**src/rtl/cc_chan_pkg.sv**
```systemverilog
package cc_chan_pkg;

    typedef enum logic [1:0] {
        W_IDLE = 2'd0,
        W_HI   = 2'd1,
        W_PEND = 2'd2
    } wr_state_e;

    typedef enum logic [1:0] {
        R_IDLE = 2'd0,
        R_HI   = 2'd1,
        R_LO   = 2'd2
    } rd_state_e;

    localparam logic [1:0] ADDR_CTRL = 2'd0;
    localparam logic [1:0] ADDR_VHI  = 2'd1;
    localparam logic [1:0] ADDR_VLO  = 2'd2;

endpackage

```
**src/rtl/cc_wr_stage.sv**
```systemverilog
module cc_wr_stage
    import cc_chan_pkg::*;
#(
    parameter int BYTE_W = 8
) (
    input  logic                  clk,
    input  logic                  rst_n,
    input  logic                  cmp_mode_i,
    input  logic                  imm_i,
    input  logic                  tick_i,
    input  logic                  wr_hi_i,
    input  logic                  wr_lo_i,
    input  logic                  ctrl_wr_i,
    input  logic [BYTE_W-1:0]     wdata_i,
    output logic                  commit_o,
    output logic [2*BYTE_W-1:0]   commit_val_o
);

    wr_state_e         st_q, st_d;
    logic [BYTE_W-1:0] buf_hi_q, buf_lo_q;
    logic              hi_take, lo_take;

    // byte writes are only accepted in compare mode; low needs a staged high
    assign hi_take = cmp_mode_i && wr_hi_i;
    assign lo_take = cmp_mode_i && wr_lo_i && (st_q == W_HI);

    // state register and staging buffer
    always_ff @(posedge clk or negedge rst_n) begin
        if (!rst_n) begin
            st_q     <= W_IDLE;
            buf_hi_q <= '0;
            buf_lo_q <= '0;
        end else begin
            st_q <= st_d;
            if (hi_take) buf_hi_q <= wdata_i;
            if (lo_take) buf_lo_q <= wdata_i;
        end
    end

    // transitions
    always_comb begin
        st_d = st_q;
        unique case (st_q)
            W_IDLE: if (hi_take) st_d = W_HI;
            W_HI: begin
                if (ctrl_wr_i)    st_d = W_IDLE;
                else if (lo_take) st_d = imm_i ? W_IDLE : W_PEND;
            end
            W_PEND: begin
                if (hi_take)     st_d = W_HI;
                else if (tick_i) st_d = W_IDLE;
            end
            default: st_d = W_IDLE;
        endcase
    end

    // outputs
    always_comb begin
        commit_o     = 1'b0;
        commit_val_o = {buf_hi_q, wdata_i};
        unique case (st_q)
            W_HI:    commit_o = lo_take && imm_i;
            W_PEND: begin
                commit_o     = tick_i;
                commit_val_o = {buf_hi_q, buf_lo_q};
            end
            default: commit_o = 1'b0;
        endcase
    end


    armed_waits_for_tick_chk: assert property (@(posedge clk) disable iff (!rst_n)
        (st_q == W_PEND && !tick_i && !hi_take) |=> (st_q == W_PEND));


    ctrl_aborts_half_pair_chk: assert property (@(posedge clk) disable iff (!rst_n)
        (st_q == W_HI && ctrl_wr_i) |=> (st_q == W_IDLE));

endmodule

```
**src/rtl/cc_rd_latch.sv**
```systemverilog
module cc_rd_latch
    import cc_chan_pkg::*;
#(
    parameter int BYTE_W = 8
) (
    input  logic                  clk,
    input  logic                  rst_n,
    input  logic                  rd_hi_i,
    input  logic                  rd_lo_i,
    input  logic                  freeze_i,
    input  logic                  ctrl_wr_i,
    input  logic [2*BYTE_W-1:0]   live_i,
    output logic [BYTE_W-1:0]     hi_o,
    output logic [BYTE_W-1:0]     lo_o
);

    localparam int VAL_W = 2 * BYTE_W;

    rd_state_e        st_q, st_d;
    logic [VAL_W-1:0] snap_q;
    logic             snap_en;

    assign snap_en = (st_q == R_IDLE) && !freeze_i && (rd_hi_i || rd_lo_i);

    // state register and snapshot
    always_ff @(posedge clk or negedge rst_n) begin
        if (!rst_n) begin
            st_q   <= R_IDLE;
            snap_q <= '0;
        end else begin
            st_q <= st_d;
            if (snap_en) snap_q <= live_i;
        end
    end

    // transitions
    always_comb begin
        st_d = st_q;
        if (freeze_i) begin
            if (ctrl_wr_i) st_d = R_IDLE;
        end else begin
            unique case (st_q)
                R_IDLE: begin
                    if (rd_hi_i)      st_d = R_HI;
                    else if (rd_lo_i) st_d = R_LO;
                end
                R_HI:    if (rd_lo_i) st_d = R_IDLE;
                R_LO:    if (rd_hi_i) st_d = R_IDLE;
                default: st_d = R_IDLE;
            endcase
        end
    end

    // outputs
    always_comb begin
        if (freeze_i || st_q == R_IDLE) begin
            hi_o = live_i[VAL_W-1:BYTE_W];
            lo_o = live_i[BYTE_W-1:0];
        end else begin
            hi_o = snap_q[VAL_W-1:BYTE_W];
            lo_o = snap_q[BYTE_W-1:0];
        end
    end


    freeze_holds_latch_chk: assert property (@(posedge clk) disable iff (!rst_n)
        (freeze_i && !ctrl_wr_i) |=> $stable(st_q));


    freeze_ctrl_clears_chk: assert property (@(posedge clk) disable iff (!rst_n)
        (freeze_i && ctrl_wr_i) |=> (st_q == R_IDLE));

endmodule

```
**src/rtl/cc_edge_cap.sv**
```systemverilog
module cc_edge_cap #(
    parameter int SYNC_STAGES = 2
) (
    input  logic       clk,
    input  logic       rst_n,
    input  logic       pin_i,
    input  logic [1:0] edge_sel_i,
    output logic       hit_o
);

    logic [SYNC_STAGES-1:0] sync_q;
    logic                   prev_q;
    logic                   cur;

    generate
        if (SYNC_STAGES == 1) begin : gen_one
            always_ff @(posedge clk or negedge rst_n) begin
                if (!rst_n) sync_q <= '0;
                else        sync_q <= pin_i;
            end
        end else begin : gen_chain
            always_ff @(posedge clk or negedge rst_n) begin
                if (!rst_n) sync_q <= '0;
                else        sync_q <= {sync_q[SYNC_STAGES-2:0], pin_i};
            end
        end
    endgenerate

    assign cur = sync_q[SYNC_STAGES-1];

    always_ff @(posedge clk or negedge rst_n) begin
        if (!rst_n) prev_q <= 1'b0;
        else        prev_q <= cur;
    end

    assign hit_o = (edge_sel_i[0] && cur && !prev_q) ||
                   (edge_sel_i[1] && !cur && prev_q);

endmodule

```
**src/rtl/cc_chan_reg.sv**
```systemverilog
module cc_chan_reg
    import cc_chan_pkg::*;
#(
    parameter int BYTE_W      = 8,
    parameter int SYNC_STAGES = 2
) (
    input  logic                  clk,
    input  logic                  rst_n,
    input  logic                  bus_wr,
    input  logic                  bus_rd,
    input  logic [1:0]            bus_addr,
    input  logic [BYTE_W-1:0]     bus_wdata,
    output logic [BYTE_W-1:0]     bus_rdata,
    input  logic [1:0]            clk_sel,
    input  logic                  cnt_tick,
    input  logic [2*BYTE_W-1:0]   cnt_val,
    input  logic                  dbg_freeze,
    input  logic                  cap_pin,
    output logic                  chan_flag,
    output logic [2*BYTE_W-1:0]   chan_value
);

    localparam int VAL_W    = 2 * BYTE_W;
    localparam int FLAG_BIT = BYTE_W - 1;

    logic             mode_q;
    logic [1:0]       edge_q;
    logic             flag_q;
    logic [VAL_W-1:0] value_q;

    logic             ctrl_wr, wr_hi, wr_lo, rd_hi, rd_lo;
    logic             commit, cap_raw, cap_hit, match, flag_set, flag_clr;
    logic [VAL_W-1:0] commit_val;
    logic [BYTE_W-1:0] rd_hi_byte, rd_lo_byte;

    assign ctrl_wr = bus_wr && (bus_addr == ADDR_CTRL);
    assign wr_hi   = bus_wr && (bus_addr == ADDR_VHI);
    assign wr_lo   = bus_wr && (bus_addr == ADDR_VLO);
    assign rd_hi   = bus_rd && (bus_addr == ADDR_VHI);
    assign rd_lo   = bus_rd && (bus_addr == ADDR_VLO);

    cc_wr_stage #(.BYTE_W(BYTE_W)) u_wr (
        .clk          (clk),
        .rst_n        (rst_n),
        .cmp_mode_i   (mode_q),
        .imm_i        (clk_sel == 2'b00),
        .tick_i       (cnt_tick),
        .wr_hi_i      (wr_hi),
        .wr_lo_i      (wr_lo),
        .ctrl_wr_i    (ctrl_wr),
        .wdata_i      (bus_wdata),
        .commit_o     (commit),
        .commit_val_o (commit_val)
    );

    cc_rd_latch #(.BYTE_W(BYTE_W)) u_rd (
        .clk       (clk),
        .rst_n     (rst_n),
        .rd_hi_i   (rd_hi),
        .rd_lo_i   (rd_lo),
        .freeze_i  (dbg_freeze),
        .ctrl_wr_i (ctrl_wr),
        .live_i    (value_q),
        .hi_o      (rd_hi_byte),
        .lo_o      (rd_lo_byte)
    );

    cc_edge_cap #(.SYNC_STAGES(SYNC_STAGES)) u_cap (
        .clk        (clk),
        .rst_n      (rst_n),
        .pin_i      (cap_pin),
        .edge_sel_i (edge_q),
        .hit_o      (cap_raw)
    );

    assign cap_hit  = cap_raw && !mode_q;
    assign match    = mode_q && cnt_tick && (cnt_val == value_q);
    assign flag_set = match || cap_hit;
    assign flag_clr = ctrl_wr && bus_wdata[FLAG_BIT];

    always_ff @(posedge clk or negedge rst_n) begin
        if (!rst_n) begin
            mode_q  <= 1'b0;
            edge_q  <= 2'b00;
            flag_q  <= 1'b0;
            value_q <= '0;
        end else begin
            if (ctrl_wr) begin
                mode_q <= bus_wdata[0];
                edge_q <= bus_wdata[2:1];
            end
            flag_q <= flag_set || (flag_q && !flag_clr);
            if (cap_hit)     value_q <= cnt_val;
            else if (commit) value_q <= commit_val;
        end
    end

    always_comb begin
        unique case (bus_addr)
            ADDR_CTRL: bus_rdata = {flag_q, {(BYTE_W-4){1'b0}}, edge_q, mode_q};
            ADDR_VHI:  bus_rdata = rd_hi_byte;
            ADDR_VLO:  bus_rdata = rd_lo_byte;
            default:   bus_rdata = '0;
        endcase
    end

    assign chan_flag  = flag_q;
    assign chan_value = value_q;


    capture_blocks_writes_chk: assert property (@(posedge clk) disable iff (!rst_n)
        (!mode_q && bus_wr && bus_addr != ADDR_CTRL && !cap_hit && !commit)
        |=> $stable(chan_value));


    flag_sticky_chk: assert property (@(posedge clk) disable iff (!rst_n)
        (chan_flag && !(ctrl_wr && bus_wdata[FLAG_BIT])) |=> chan_flag);


    capture_loads_counter_chk: assert property (@(posedge clk) disable iff (!rst_n)
        cap_hit |=> (chan_flag && chan_value == $past(cnt_val)));


    immediate_commit_chk: assert property (@(posedge clk) disable iff (!rst_n)
        (commit && !cap_hit) |=> (chan_value == $past(commit_val)));

endmodule

```
**config.mk**
```make
export PLATFORM = sky130hd
export DESIGN_NAME = cc_chan_reg
export DESIGN_NICKNAME = d
export VERILOG_FILES = /design/src/rtl/cc_chan_pkg.sv /design/src/rtl/cc_wr_stage.sv /design/src/rtl/cc_rd_latch.sv /design/src/rtl/cc_edge_cap.sv /design/src/rtl/cc_chan_reg.sv
export SDC_FILE = /design/constraint.sdc
export NUM_CORES = 1
export LEC_CHECK = 0
export BUFFER_PORTS_ARGS = -buffer_cell sky130_fd_sc_hd__buf_2
export CORE_UTILIZATION = 50
export DETAILED_ROUTE_END_ITERATION = 10
export PLACE_DENSITY = 0.85
export SETUP_SLACK_MARGIN = 0.4
export SYNTH_ARGS = -nofsm -noshare
export SYNTH_HDL_FRONTEND = slang
export SYNTH_SLANG_ARGS = --single-unit
export TNS_END_PERCENT = 50
```
**constraint.sdc**
```tcl
create_clock -name clk -period 1.9 [get_ports clk]
set_clock_uncertainty 0.15 [all_clocks]
set_input_delay 0.095 -clock clk [delete_from_list [all_inputs] [get_ports clk]]
set_output_delay 0.095 -clock clk [all_outputs]
set_load 0.03 [all_outputs]
```
## After elaboration in Yosys (flattened, before gate mapping)

Index checks and enable logic that the tools add are counted.

- Bits of input ports: 35
- Flip-flop bits (word level): 59

- Reductions and logical operators: 37
- Mux-type cells: 21
- Equality and inequality tests: 14

Operators with widths:

| kind | number |
|---|---|
| 2-to-1 mux 16 bit | 2 |
| 2-to-1 mux 2 bit | 12 |
| 2-to-1 mux 8 bit | 3 |
| one-hot mux 8 bit (3 select lines) | 1 |
| logical AND 1 bit | 20 |
| equality test 16 bit | 1 |
| != test 3 x 2 -> 1 bit, second input constant | 4 |
| one-hot mux 2 bit (3 select lines) | 2 |
| logical NOT 2 bit | 4 |
| equality test 2 x 1 -> 1 bit, second input constant | 3 |
| equality test 2 bit, second input constant | 3 |
| logical NOT 1 bit | 5 |
| logical OR 1 bit | 5 |
| != test 2 x 1 -> 1 bit, second input constant | 2 |
| != test 4 x 2 -> 1 bit, second input constant | 1 |
| AND reduction 4 bit | 1 |
| AND reduction 3 bit | 1 |
| one-hot mux 1 bit (2 select lines) | 1 |
| nonzero test 2 bit | 1 |

## Longest topological paths before layout

Gate-level depths: netlist (run 1).

- Depth after elaboration: 8
- Mapped depth: 8
- Depth with buffers taken out: 6

## Modules after synthesis

A second synthesis (run 1) with hierarchy kept.

- Cell total of the unflattened synthesis: 261
- Area total of the unflattened synthesis: 3169.3 um^2

Modules (own cells, without submodules):

| module | cells an instance | times used | area each (um^2) | seq. area each (um^2) |
|---|---|---|---|---|
| cc_chan_reg | 128 | 1 | 1247.4 | 500.5 |
| cc_rd_latch | 63 | 1 | 940.9 | 450.4 |
| cc_wr_stage | 64 | 1 | 885.8 | 450.4 |
| cc_edge_cap | 6 | 1 | 95.1 | 75.1 |

## Worst setup path before layout (run 1)

Ideal clock, no wire load.

- Kind: reg2out
- Start: register u_rd.st_q[0]
- End: output port bus_rdata[1]
- Path buffers: 2
- Arrival time: 1.798 ns
- Required time: 1.655 ns
- Slack: -0.143 ns
- Stages on the path, launching flop included: 6
- Path through: dfrtp_1 -> o21bai_1 -> buf_2 -> buf_2 -> mux2i_1 -> o21ai_0

- Cells in the longest elaborated chain, start to end: 4

RTL lines:

| item | line | source |
|---|---|---|
| start, declared | cc_rd_latch.sv:19 | `rd_state_e st_q, st_d;` |
| start signal, assigned | cc_rd_latch.sv:31 | `st_q <= st_d;` |
| logical NOT 2 bit * | cc_rd_latch.sv:56 | `if (freeze_i \|\| st_q == R_IDLE) begin` |
| logical OR 1 bit * | cc_rd_latch.sv:56 |  |
| 2-to-1 mux 8 bit | cc_rd_latch.sv:56 |  |
| one-hot mux 8 bit (3 select lines) * | cc_chan_reg.sv:99 | `unique case (bus_addr)` |
| end, declared | cc_chan_reg.sv:13 | `output logic [BYTE_W-1:0] bus_rdata,` |

Mark *: on every way between the ends. The rest lies on a longest branch, timed or not.

## Worst setup path after layout (run 1)

- Start: register u_rd.st_q[1]
- End: output port bus_rdata[1]

Same word-level chain as after synthesis.

==> out/metrics.yaml, run 1 <==
gr-total-overflow: 0
final_util: 0.755
die_y_um: 81.7
portBuffers: 59
gp_congestion: 0.820
die_area_sq_mm: 0.00667
placed_area_sq_mm: 0.00367
worstReg2RegEnd: "u_rd.snap_q[8]$_DFFE_PN0P_"
regArea_sq_mm: 0.00148
cts.sink_count: 59
drtIter0Drc: 227
tns_ps: -1670
min_delay_path_depth: 4
crit_arrival_ps: 1760
routed_wirelength_um: 10000
h-tree-depth: 3
num_rows: 28
netlist_instances: 288
synth_top_family_by_area: "multiplexers"
synthSimpleGateAreaFrac: 0.134
multiInputGateArea_sq_mm: 0.00187
area_delta_synth_final_pct: 43.5
synthMuxAreaShare: 0.190
grt_usage: 0.302
syn_area_sq_mm: 0.00317
cts-buffers-inserted: 9
rrSetupSlack_ps: -60
maxSlewHeadroom: 0.641
synth_ff_type: "dfrtp_1"
setup_violations: 35
dr.pass1.iters: 4
startpoint_type: "flip-flop"
min_to: "u_rd.st_q[1]$_DFFE_PN0P_"
synth_cell_type_count: 36
dp_slack_ps: -10.7
grt_max_degree: 60
ant_nets: 0
period_minus_slack_ps: 2010
status: "finished with violations"
clk_pin_slew_ps: 60
via_count: 2890
fin_area_sq_mm: 0.00455
ioPinCount: 60
p_leak_uw: 0.00210
yosysMostFrequentCell: "dfrtp_1"
avgSynthCellArea_sq_um: 11.0
drv_cap: 0
fillers: 374
synth_top_area_cell: "dfrtp_1"
root_buffer: "clkbuf_8"
worstPathMaxFanout: 6
clockBufferDepth: 2
rsz0062_at_grt: "true"
grt_first_pass_wirelength_um: 14400
synthAdderAreaFrac: 0.0158
required_ps: 1650
slew_viol_final: 0
ys_seq_elements: 59
ys_top_cells_by_area: "dfrtp_1, mux2i_1, mux2_2"
layout-drive-gt1-share: 0.442
async_flop_share: 1.00
antenna_found_initial: 0
min-delay-start: "bus_rd"
path_class: "flip-flop to output port"
cts_tree: "yes"
synth_edf_count: 0
ys_warn_count: 0
synthXorXnorAreaFrac: 0.0442
min_period_over_period: 1.06
clock.fmax_mhz: 498
yosys.area.top_type_share: 0.465
violations: "negative setup slack"
synth.top_cells.by_count: "dfrtp_1, nand2_1, mux2i_1"
fin_nets: 433
ys_seq_area_frac: 0.465
dp_hpwl_um: 5370
viasPerCell: 6.11
reg2reg_depth: 5
fin_ws_ps: -107
antennaDiodeCount: 0
core_sq_mm: 0.00603
synth_nets: 327
grt_pass1_vias: 2767
drc: 0
hold_viol_final: 0
wire_per_inst_um: 21.2
die_w_um: 81.7
powerDensity_mw_per_mm2: 1460
crit_path_end_kind: "output port"
insertion_delay_ps: 350
synth_compound_area_frac: 0.110
hold_class: "primary input to flip-flop"
worst_pin_slew_ps: 539
ir_drop_uv: 1030
r2r_start: "u_rd.st_q[1]$_DFFE_PN0P_"
start_util: 0.527
[cells in the final DEF (no fill, tap or decap), types with 5 or more instances in the layout]
cell type	netlist	routed
dfrtp_1	59	57
buf_2	5	51
nand2_1	44	42
dlygate4sd3_1	0	28
mux2_4	10	20
buf_4	2	19
mux2i_1	24	17
xor2_1	15	15
clkbuf_8	0	11
mux2_2	19	9
nor3_1	9	8
buf_6	2	8
mux2i_2	0	6
a21oi_1	6	6
nand3_2	0	6
nor2_1	6	5
a211o_1	5	5
nand3_1	11	5
a31oi_1	8	5
[layer usage]
| metal | vias up | GRT usage | wire, um |
|---|---|---|---|
| li1 | 1252 | - | - |
| met1 | 1465 | 0.370 | 3930 |
| met2 | 132 | 0.488 | 4970 |
| met3 | 41 | 0.0878 | 634 |
| met4 | 0 | 0.147 | 480 |
| met5 | - | 0 | 0 |
[final cells by class]
type                       count  share of cell area
clock buffer                  13              0.0349
clock inverter                 2             0.00770
inverter                       5             0.00412
multi-input combinational    207               0.410
sequential                    59               0.325
tap                           75              0.0206
timing repair buffer         112               0.198
[where the power goes]
part	total (uW)	leakage, uW	switching, uW	internal (uW)
clock	1170	0.0000995	497	669
combinational	3070	0.00130	1570	1500
sequential	2420	0.000699	636	1780
total	6660	0.00210	2710	3950
[logic make-up (layout without fill, tap and decap cells)]
family	Yosys count	after routing
simple gates	88	88
flops	59	59
mux	53	53
compound gates	46	46
buf+inv	22	132
xor+xnor	16	16
fa+ha+maj	4	4
[registers in the layout (all words and copies together), names as in the netlist]
signal / cells
chan_value: 16
u_rd.snap_q: 16
u_wr.buf_hi_q: 8
u_wr.buf_lo_q: 8
edge_q: 2
u_cap.sync_q: 2
u_rd.st_q: 2
u_wr.st_q: 2
chan_flag: 1
mode_q: 1
u_cap.prev_q: 1
[per-stage QoR]
step	cells	hold WS, ps	power [uW]
after floorplan	288	-351	4010
after global placement	416	-25.3	4580
after detailed placement	416	-27.4	4700
after CTS	466	-12.6	6250
after global routing	473	16.1	6950
final	473	3.42	6660
[worst max-delay path: stages, from the launching register on]
cell and delay [ps]:
dfrtp_1 410, o21bai_4 220, buf_12 150, mux2i_1 80
a211o_1 280, o21ai_1 90, buf_4 180
[how the worst max path moves through the flow]
stage / end / start / cells past startpoint / slack [ps]
3_5_place_dp: chan_value[5]$_DFFE_PN0P_ / u_wr.st_q[0]$_DFFE_PN0P_ / 7 / -10
2_1_floorplan: chan_value[6]$_DFFE_PN0P_ / u_wr.st_q[0]$_DFFE_PN0P_ / 8 / -20
4_1_cts: bus_rdata[1] / u_rd.st_q[1]$_DFFE_PN0P_ / 6 / -130
6_report: bus_rdata[1] / u_rd.st_q[1]$_DFFE_PN0P_ / 6 / -110
3_3_place_gp: chan_value[3]$_DFFE_PN0P_ / u_wr.st_q[0]$_DFFE_PN0P_ / 7 / 90
5_1_grt: bus_rdata[1] / u_rd.st_q[1]$_DFFE_PN0P_ / 6 / -190
[what timing repair did]
action / in CTS / in global routing
cloned: 1 / 2
pin swaps: 9 / 26
gates resized for setup: 41 / 20
hold buffers: 28 / 0
endpoints found under the setup margin: 50 / 57
buffers inserted: 6 / 5
endpoints found under the hold margin: 98 / 0
Note: power is estimated with default switching activity, not from simulation.
==> run 2: changes to the inputs <==
--- a/config.mk
+++ b/config.mk
@@ -5,10 +5,12 @@
 export SDC_FILE = /design/constraint.sdc
 export NUM_CORES = 1
 export LEC_CHECK = 0
+export ABC_AREA = 1
 export BUFFER_PORTS_ARGS = -buffer_cell sky130_fd_sc_hd__buf_2
-export CORE_UTILIZATION = 50
+export CORE_UTILIZATION = 51
+export CTS_CLUSTER_DIAMETER = 120
 export DETAILED_ROUTE_END_ITERATION = 10
-export PLACE_DENSITY = 0.85
+export PLACE_DENSITY = 0.86
 export SETUP_SLACK_MARGIN = 0.4
 export SYNTH_ARGS = -nofsm -noshare
 export SYNTH_HDL_FRONTEND = slang
==> run 2 against run 1 <==
  * The run ends with design-rule violations left
  * Die area grew 3.0%
  * Cell count grew 36%
  * Clock-buffer cell count shrank 2
  * Clock power grew 6%
  * Largest cell class unchanged
==> out/metrics.yaml, run 2 <==
switching_share: 0.455
ys_seq_elements: 59
num_rows: 29
min_period_over_period: 0.969
wire_per_inst_um: 17.1
synth_cell_type_count: 26
grt_max_degree: 60
required_ps: 1650
worstPathMaxFanout: 7
hold_viol_final: 0
dr.pass1.iters: 8
fin_ws_ps: 58.9
area_delta_synth_final_pct: 38.8
ys_seq_area_frac: 0.443
fillers: 456
clk_pin_slew_ps: 70
pwr-share-clk: 0.180
async_flop_share: 1.00
dp.cells: 592
viasPerCell: 5.78
ant_nets: 0
routed_wirelength_um: 11100
hold_class: "primary input to flip-flop"
slew_viol_final: 0
seqPwrFrac: 0.321
reg2reg_depth: 6
rsz0062_at_grt: "true"
maxSlewHeadroom: 0.783
layout-drive-gt1-share: 0.280
gp_congestion: 0.945
drc: 2
clockBufferDepth: 2
fin_hold_ws_ps: 7.48
syn_area_sq_mm: 0.00334
final_cell_mix: "nand2_1, dfrtp_1, buf_2, inv_1, o21ai_1"
startpoint_type: "flip-flop"
die_y_um: 82.9
via_count: 3727
wl_met1_um: 4010
crit_path_end_kind: "output port"
ir_drop_uv: 994
die_area_sq_mm: 0.00687
netlist_instances: 466
h-tree-depth: 3
gr-total-overflow: 0
final_cells: 645
cts-buffers-inserted: 9
p_leak_uw: 0.00240
powerDensity_mw_per_mm2: 1490
ioPinCount: 60
insertion_delay_ps: 350
violations: "design-rule violations"
worst_pin_slew_ps: 326
avgSynthCellArea_sq_um: 7.16
grt_pass1_vias: 3417
root_buffer: "clkbuf_8"
die_w_um: 82.9
min_delay_path_depth: 5
fin_nets: 602
path_class: "flip-flop to output port"
crit_arrival_ps: 1600
period_minus_slack_ps: 1840
tns_ps: 0
synth_ff_type: "dfrtp_1"
comb_power_share: 0.498
synth_edf_count: 0
drtIter0Drc: 485
setup_violations: 0
cts.sink_count: 59
yosys.area.top_type_share: 0.443
met2_length_um: 5380
grt_usage: 0.309
synth_top_area_cell: "dfrtp_1"
start_util: 0.528
core_sq_mm: 0.00631
ys_warn_count: 0
status: "finished with violations"
synth_nets: 505
routed-wl-met3_um: 1090
synth.top_cells.by_count: "nand2_1, dfrtp_1, o21ai_0"
antenna_found_initial: 0
power_switching_uw: 3140
grt_first_pass_wirelength_um: 16600
top_layer: "met4"
dp_hpwl_um: 6230
portBuffers: 59
clock.fmax_mhz: 543
yosysMostFrequentCell: "nand2_1"
dp_slack_ps: 137
antennaDiodeCount: 0
drv_cap: 0
ys_top_cells_by_area: "dfrtp_1, nand2_1, o21ai_0"
cts_tree: "yes"
final_common_cell: "nand2_1"
p_int_uw: 3750
-- run 2: cell types whose count changed in the layout (fill, tap and decap cells not counted), sizes merged, moves of 9 or more --
cell         delta
dlygate4sd3     -9
inv            +47
mux2           -29
mux2i          -24
nand2         +133
nand3          +16
nand4          +16
nor2           +17
o21ai          +59
xor2           -15
-- run 2: power by group through the flow --
stage	clock network (uW)	logic [uW]	registers (uW)
floorplan	0	1520	2410
global placement	0	2410	2150
detailed placement	0	2500	2180
CTS	1240	3010	2160
global route	1320	3690	2260
finish	1240	3430	2210
-- run 2: worst paths after layout --
kind	slack, ps	to	start
min	7	chan_value[11]$_DFFE_PN0P_	cnt_val[11]
max	60	bus_rdata[7]	u_rd.st_q[1]$_DFFE_PN0P_
min in group asynchronous	120	u_rd.st_q[1]$_DFFE_PN0P_	rst_n
max in group asynchronous	1180	u_wr.st_q[0]$_DFFE_PN0P_	rst_n
max reg2reg	190	chan_value[0]$_DFFE_PN0P_	edge_q[0]$_DFFE_PN0P_
min reg2reg	210	u_cap.sync_q[1]$_DFF_PN0_	u_cap.sync_q[0]$_DFF_PN0_
-- run 2: per-layer routing --
layer / vias to the layer above / global-route usage
met2: 258 / 0.506
met4: 0 / 0.163
met3: 74 / 0.0626
li1: 1692 / -
met1: 1703 / 0.386
met5: - / 0
-- run 2: what timing repair did --
item	in CTS	in global routing
endpoints found under the setup margin	34	51
resized for setup	58	46
hold endpoints to repair	88	0
setup buffers	5	6
pin swaps	11	20
hold buffers	19	0
gates cloned	5	2
-- run 2: logic make-up after synthesis --
| kind of cell | after synthesis | synth area share |
|---|---|---|
| xor+xnor | 5 | 0.0131 |
| buf+inv | 72 | 0.0889 |
| simple gates | 242 | 0.307 |
| fa+ha+maj | 4 | 0.0150 |
| flops | 59 | 0.443 |
| compound gates | 84 | 0.133 |
-- run 2: layout make-up --
| type | count | area, sq um | share of cell area |
|---|---|---|---|
| clock buffers | 11 | 131 | 0.0284 |
| clock inverters | 5 | 77.6 | 0.0168 |
| inverters | 53 | 208 | 0.0449 |
| multi-input cells | 339 | 1850 | 0.399 |
| flip-flops and latches | 59 | 1480 | 0.319 |
| well taps | 77 | 96.3 | 0.0208 |
| repair buffers | 100 | 783 | 0.169 |
| repair inverters | 1 | 7.51 | 0.00162 |
-- run 2: worst max-delay path, stage by stage (launching register included) --
cell and delay (ps):
dfrtp_1 370, inv_2 60, nand2_4 80, nand2_8 80
clkbuf_16 170, a21oi_1 150, o21ai_1 90, nand3_1 110
buf_6 140
-- run 2: through the flow --
step	cell area (sq um)	power [uW]	util
2_1_floorplan	3360	3930	-
3_3_place_gp	3740	4560	0.592
3_5_place_dp	3740	4680	0.592
4_1_cts	4420	6400	0.701
5_1_grt	4630	7260	0.733
6_report	4630	6890	0.733
